[config.mk]
export PLATFORM = sky130hd
export DESIGN_NAME = gpio_mux_port
export DESIGN_NICKNAME = d
export VERILOG_FILES = /design/src/rtl/gpio_mux_pkg.sv /design/src/rtl/gpio_mux_sync.sv /design/src/rtl/gpio_mux_regs.sv /design/src/rtl/gpio_mux_pin.sv /design/src/rtl/gpio_mux_port.sv
export SDC_FILE = /design/constraint.sdc
export NUM_CORES = 1
export LEC_CHECK = 0
export BUFFER_PORTS_ARGS = -buffer_cell sky130_fd_sc_hd__buf_2
export CAP_MARGIN = 20
export CORE_UTILIZATION = 42
export DETAILED_ROUTE_END_ITERATION = 6
export MAX_ROUTING_LAYER = met4
export PLACE_DENSITY = 0.84
export SYNTH_ARGS = -nofsm -noshare
export SYNTH_HDL_FRONTEND = slang
export SYNTH_SLANG_ARGS = --single-unit
[constraint.sdc]
create_clock -name clk -period 1.15 [get_ports clk]
set_input_delay 0.1725 -clock clk [delete_from_list [all_inputs] [get_ports clk]]
set_output_delay 0.1725 -clock clk [all_outputs]
set_load 0.01 [all_outputs]
[src/rtl/gpio_mux_pkg.sv]
package gpio_mux_pkg;
    typedef enum logic [1:0] {
        OWN_PORT = 2'd0,
        OWN_PWM  = 2'd1,
        OWN_XBUS = 2'd2
    } owner_e;

    localparam logic [1:0] ADR_PINS = 2'd0;
    localparam logic [1:0] ADR_LAT  = 2'd1;
    localparam logic [1:0] ADR_DIR  = 2'd2;
    localparam logic [1:0] ADR_CTL  = 2'd3;
endpackage

[src/rtl/gpio_mux_sync.sv]
module gpio_mux_sync #(
    parameter int W      = 8,
    parameter int STAGES = 2
) (
    input  logic         clk,
    input  logic         rst_n,
    input  logic [W-1:0] d_in,
    output logic [W-1:0] d_sync
);
    logic [W-1:0] chain [STAGES];

    always_ff @(posedge clk or negedge rst_n) begin
        if (!rst_n) begin
            for (int s = 0; s < STAGES; s++) chain[s] <= '0;
        end else begin
            chain[0] <= d_in;
            for (int s = 1; s < STAGES; s++) chain[s] <= chain[s-1];
        end
    end

    assign d_sync = chain[STAGES-1];
endmodule

[src/rtl/gpio_mux_regs.sv]
module gpio_mux_regs
    import gpio_mux_pkg::*;
#(
    parameter int W = 8
) (
    input  logic         clk,
    input  logic         rst_n,
    input  logic         bus_wr,
    input  logic [1:0]   bus_addr,
    input  logic [W-1:0] bus_wdata,
    output logic [W-1:0] lat_q,
    output logic [W-1:0] dir_q,
    output logic         pu_q
);
    always_ff @(posedge clk or negedge rst_n) begin
        if (!rst_n) begin
            lat_q <= '0;
            dir_q <= '1;
            pu_q  <= 1'b0;
        end else if (bus_wr) begin
            unique case (bus_addr)
                ADR_PINS, ADR_LAT: lat_q <= bus_wdata;
                ADR_DIR:           dir_q <= bus_wdata;
                ADR_CTL:           pu_q  <= bus_wdata[0];
                default:           lat_q <= lat_q;
            endcase
        end
    end

    assert_lat_write_R2: assert property (@(posedge clk) disable iff (!rst_n)
        (bus_wr && (bus_addr == ADR_LAT)) |=> (lat_q == $past(bus_wdata)));

    assert_dir_hold_R10: assert property (@(posedge clk) disable iff (!rst_n)
        !(bus_wr && (bus_addr == ADR_DIR)) |=> $stable(dir_q));
endmodule

[src/rtl/gpio_mux_pin.sv]
module gpio_mux_pin
    import gpio_mux_pkg::*;
(
    input  logic clk,
    input  logic rst_n,
    input  logic xbus_act,
    input  logic xbus_oe,
    input  logic xbus_d,
    input  logic pwm_act,
    input  logic pwm_d,
    input  logic lat_d,
    input  logic dir_in,
    input  logic pu_glb,
    output logic pad_oe,
    output logic pad_o,
    output logic pad_pu
);
    owner_e owner;

    always_comb begin
        if (xbus_act)     owner = OWN_XBUS;
        else if (pwm_act) owner = OWN_PWM;
        else              owner = OWN_PORT;
    end

    always_comb begin
        unique case (owner)
            OWN_XBUS: begin pad_oe = xbus_oe; pad_o = xbus_d; end
            OWN_PWM:  begin pad_oe = 1'b1;    pad_o = pwm_d;  end
            OWN_PORT: begin pad_oe = ~dir_in; pad_o = lat_d;  end
            default:  begin pad_oe = 1'b0;    pad_o = 1'b0;   end
        endcase
    end

    assign pad_pu = pu_glb & ~pad_oe;

    assert_pu_off_drive_R4: assert property (@(posedge clk) disable iff (!rst_n)
        !(pad_pu && pad_oe));

    assert_xbus_first_R5: assert property (@(posedge clk) disable iff (!rst_n)
        xbus_act |-> (pad_oe == xbus_oe && pad_o == xbus_d));

    assert_pwm_drive_R6: assert property (@(posedge clk) disable iff (!rst_n)
        (!xbus_act && pwm_act) |-> (pad_oe && pad_o == pwm_d));

    assert_port_dir_R3: assert property (@(posedge clk) disable iff (!rst_n)
        (!xbus_act && !pwm_act) |-> (pad_oe == !dir_in && pad_o == lat_d));
endmodule

[src/rtl/gpio_mux_port.sv]
module gpio_mux_port
    import gpio_mux_pkg::*;
#(
    parameter int           W          = 8,
    parameter logic [W-1:0] PWM_DFLT   = 8'h7F,
    parameter logic [W-1:0] PWM_REMAP  = 8'h33,
    parameter int           ALT_PIN    = 7,
    parameter int           PSP_W      = 3,
    parameter int           SYNC_DEPTH = 2
) (
    input  logic             clk,
    input  logic             rst_n,
    input  logic             bus_wr,
    input  logic [1:0]       bus_addr,
    input  logic [W-1:0]     bus_wdata,
    output logic [W-1:0]     bus_rdata,
    input  logic [W-1:0]     pad_in,
    output logic [W-1:0]     pad_oe,
    output logic [W-1:0]     pad_out,
    output logic [W-1:0]     pad_pu,
    input  logic             xbus_off,
    input  logic             xbus_oe,
    input  logic [W-1:0]     xbus_out,
    input  logic [W-1:0]     pwm_oe,
    input  logic [W-1:0]     pwm_out,
    input  logic             cfg_pwm_remap,
    input  logic             cfg_alt_pin,
    input  logic             psp_mode,
    output logic [PSP_W-1:0] psp_ctl
);
    logic [W-1:0] lat_q, dir_q, pin_sync, pwm_ok;
    logic         pu_q;

    gpio_mux_regs #(.W(W)) u_regs (
        .clk(clk), .rst_n(rst_n), .bus_wr(bus_wr), .bus_addr(bus_addr),
        .bus_wdata(bus_wdata), .lat_q(lat_q), .dir_q(dir_q), .pu_q(pu_q)
    );

    gpio_mux_sync #(.W(W), .STAGES(SYNC_DEPTH)) u_sync (
        .clk(clk), .rst_n(rst_n), .d_in(pad_in), .d_sync(pin_sync)
    );

    for (genvar i = 0; i < W; i++) begin : g_pin
        if (i == ALT_PIN) begin : g_alt
            assign pwm_ok[i] = cfg_alt_pin;
        end else begin : g_std
            assign pwm_ok[i] = PWM_DFLT[i] & ~(cfg_pwm_remap & PWM_REMAP[i]);
        end

        gpio_mux_pin u_pin (
            .clk(clk), .rst_n(rst_n),
            .xbus_act(~xbus_off), .xbus_oe(xbus_oe), .xbus_d(xbus_out[i]),
            .pwm_act(pwm_oe[i] & pwm_ok[i]), .pwm_d(pwm_out[i]),
            .lat_d(lat_q[i]), .dir_in(dir_q[i]), .pu_glb(pu_q),
            .pad_oe(pad_oe[i]), .pad_o(pad_out[i]), .pad_pu(pad_pu[i])
        );
    end

    always_comb begin
        unique case (bus_addr)
            ADR_PINS: bus_rdata = pin_sync;
            ADR_LAT:  bus_rdata = lat_q;
            ADR_DIR:  bus_rdata = dir_q;
            ADR_CTL:  bus_rdata = {{(W-1){1'b0}}, pu_q};
            default:  bus_rdata = '0;
        endcase
    end

    assign psp_ctl = psp_mode ? pin_sync[PSP_W-1:0] : '0;

    assert_psp_idle_R10: assert property (@(posedge clk) disable iff (!rst_n)
        !psp_mode |-> (psp_ctl == '0));
endmodule

==> flow_summary.json <==
{
  "crit_required_ns": 0.98,
  "cts_htree_levels": 2,
  "irDropWorstVdd_mv": 0.8722,
  "whs_path_depth": 2,
  "finClkSkew_ns": 0.003328,
  "min_period_over_period_pct": 125.4,
  "yosys.area.top_type": "dfrtp_1",
  "p_leak_nw": 1.221,
  "min-delay-start": "bus_wdata[4]",
  "grt.total_usage_pct": 18.47,
  "path_class": "reg -> out",
  "drive_above_1_share_pct": 56.90,
  "fin_ws_ns": -0.2917,
  "gr-total-overflow": 0,
  "grt_pass1_vias": 1320,
  "vias": 1385,
  "synth_edf_count": 0,
  "relSlewSlack_pct": 68.06,
  "die-width_um": 67.54,
  "netlist_area_um2": 1804,
  "grt_pass1_wl_um": 5865,
  "antenna_found_initial": 0,
  "synth_seq_area_share_pct": 46.32,
  "violations": "setup timing",
  "cts_buffers": 5,
  "r2r-start": "u_regs.pu_q$_DFFE_PN0P_",
  "ys.flop_type": "dfrtp_1",
  "io_pins": 85,
  "min_period_ns": 1.442,
  "worst_hold_slack_ns": 0.1314,
  "drtPass1Iterations": 6,
  "syn_area_per_cell_um2": 11.35,
  "drv_cap": 0,
  "nets": 288,
  "hold_end": "u_regs.dir_q[4]$_DFFE_PN1P_",
  "start_kind": "flip-flop",
  "finalInstanceArea_um2": 2485,
  "syn_nets": 209,
  "ys_ff_latch": 33,
  "r2r-end": "u_regs.pu_q$_DFFE_PN0P_",
  "synth_async_sr_flop_share_pct": 100.0,
  "cts_tree": "done",
  "drv_slew": 0,
  "reg2regPathDepth": 2,
  "synth_cells": 159,
  "rows": 23,
  "hold_violations": 0,
  "cts_sinks": 33,
  "gp_congestion": 0.8561,
  "setup_viol": 32,
  "coreArea_um2": 4058,
  "cts_max_path_buffers": 2,
  "path_max_fanout": 2,
  "drt_iter0_drc": 20,
  "cts_root_buf": "clkbuf_8",
  "ys_warn_count": 0,
  "die_area_um2": 4562,
  "routedWlPerCell_um": 13.15,
  "synth_top_area_share_pct": 34.67,
  "fmax_mhz": 693.6,
  "fillers": 317,
  "synth_area_leaders": "dfrtp_1 (35%), dfstp_2 (12%), buf_4 (11%)",
  "status": "finished with violations",
  "crit_arrival_ns": 1.27,
  "diodes": 0,
  "rsz0062_at_grt": "yes",
  "clkLatencyLatePin_ns": 0.28,
  "final_core_util_pct": 61.24,
  "end_kind": "output pin",
  "fin_tns_setup_ns": -4.585,
  "drcViolationCount": 0,
  "min_path_type": "in -> reg",
  "vias_per_cell": 4.792,
  "power_density_nw_per_um2": 1261,
  "regToRegSetupSlack_ns": 0.24,
  "dpl-instance-area_um2": 2155,
  "clkTransAtPathRegs_ns": 0.06,
  "yosys.cell_types.count": 23,
  "area_delta_synth_final_pct": 37.73,
  "wirelength_um": 3799,
  "die_y_um": 67.54,
  "grt_max_degree": 19,
  "post-cts-setup-buffer-count": 0,
  "dp_hpwl_um": 2990,
  "ant_nets": 0,
  "tightestPinTransition_ns": 0.4780,
  "start_util_pct": 44.46,
  "io_buffer_count": 84
}
synth_stat cells (3+ instances only):
library cell / number
buf_4: 26
dfrtp_1: 25
mux2i_1: 15
mux2_2: 9
nor2b_1: 9
a21oi_1: 8
a31oi_1: 8
dfstp_2: 8
mux2_4: 8
nand2_1: 8
nor2_1: 8
o21ai_0: 7
nand2b_1: 4
and2_1: 3
inv_1: 3
timing repair:
action / in CTS / in global routing
setup endpoints to repair: 32 / 34
hold endpoints to repair: 23 / 0
hold buffers: 9 / 0
pin swaps: 11 / 6
resized for setup: 14 / 18
sequential cells by signal, summed over array words and instances (netlist names):
name,cells
u_sync.chain,8
u_regs.pu_q,1
u_regs.dir_q,8
u_sync.d_sync,8
u_regs.lat_q,8
metal layers:
layer	global-route usage [%]	wire (µm)	vias up
met5	-	0	-
met4	10.64	60	0
met3	4.730	232	8
met2	30.82	1914	64
met1	19.66	1591	641
li1	-	-	672
critical path: stages (launching register included):
cell and delay (ns):
dfrtp_1 0.40, mux4_2 0.45, buf_2 0.15
cell families (layout without fill, tap and decap cells):
family          after synthesis  after routing  share of synthesized area, %
simple gates                 36             36                         11.37
flops                        33             33                         46.32
mux                          33             33                         21.84
buf+inv                      34            114                         13.52
compound gates               23             23                         6.935
worst max path at each step:
| stage | from | endpoint | slack [ns] |
|---|---|---|---|
| floorplan | xbus_off | pad_out[3] | 0.04 |
| global placement | bus_addr[1] | u_regs.dir_q[6]$_DFFE_PN1P_ | -0.03 |
| detailed placement | bus_addr[1] | bus_rdata[4] | -0.06 |
| CTS | u_sync.d_sync[0]$_DFF_PN0_ | bus_rdata[0] | -0.31 |
| global route | u_sync.d_sync[0]$_DFF_PN0_ | bus_rdata[0] | -0.33 |
| finish | u_sync.d_sync[0]$_DFF_PN0_ | bus_rdata[0] | -0.29 |
report_power, final:
group / switching, mW / internal [mW] / leakage, nW
combinational: 0.370 / 0.497 / 0.806
sequential: 0.127 / 1.34 / 0.376
clock: 0.375 / 0.429 / 0.0395
cell usage in the layout (no fill, tap or decap), types with 2 or more instances in the layout:
master and count:
a31oi_4 7, clkbuf_1 3, buf_2 77, buf_4 7
buf_12 2, mux2_4 8, dfrtp_1 25, a21oi_1 8
inv_1 3, dfstp_2 8, nor2_1 8, and2_1 2
nand2_1 8, dlygate4sd3_1 9, mux2i_1 15, buf_6 8
o21ai_1 7, nor2b_1 9, nand2b_1 4, clkbuf_8 5
mux2_2 9
metrics by stage:
step	power (mW)	instances	setup slack, ns
finish	3.133	289	-0.2917
global route	3.337	289	-0.3290
CTS	3.091	289	-0.3068
detailed placement	2.214	272	-0.05852
global placement	2.191	272	-0.02595
floorplan	1.980	159	0.03830
area by class of cell:
class / count / area (µm²) / area share [%]
Inverter: 3 / 11.26 / 0.4532
Multi-Input combinational cell: 92 / 837.1 / 33.69
Clock buffer: 8 / 80.08 / 3.223
Timing Repair Buffer: 103 / 658.1 / 26.49
Sequential cell: 33 / 835.8 / 33.64
Tap cell: 50 / 62.56 / 2.518
Note: power is estimated with default switching activity, not from simulation.
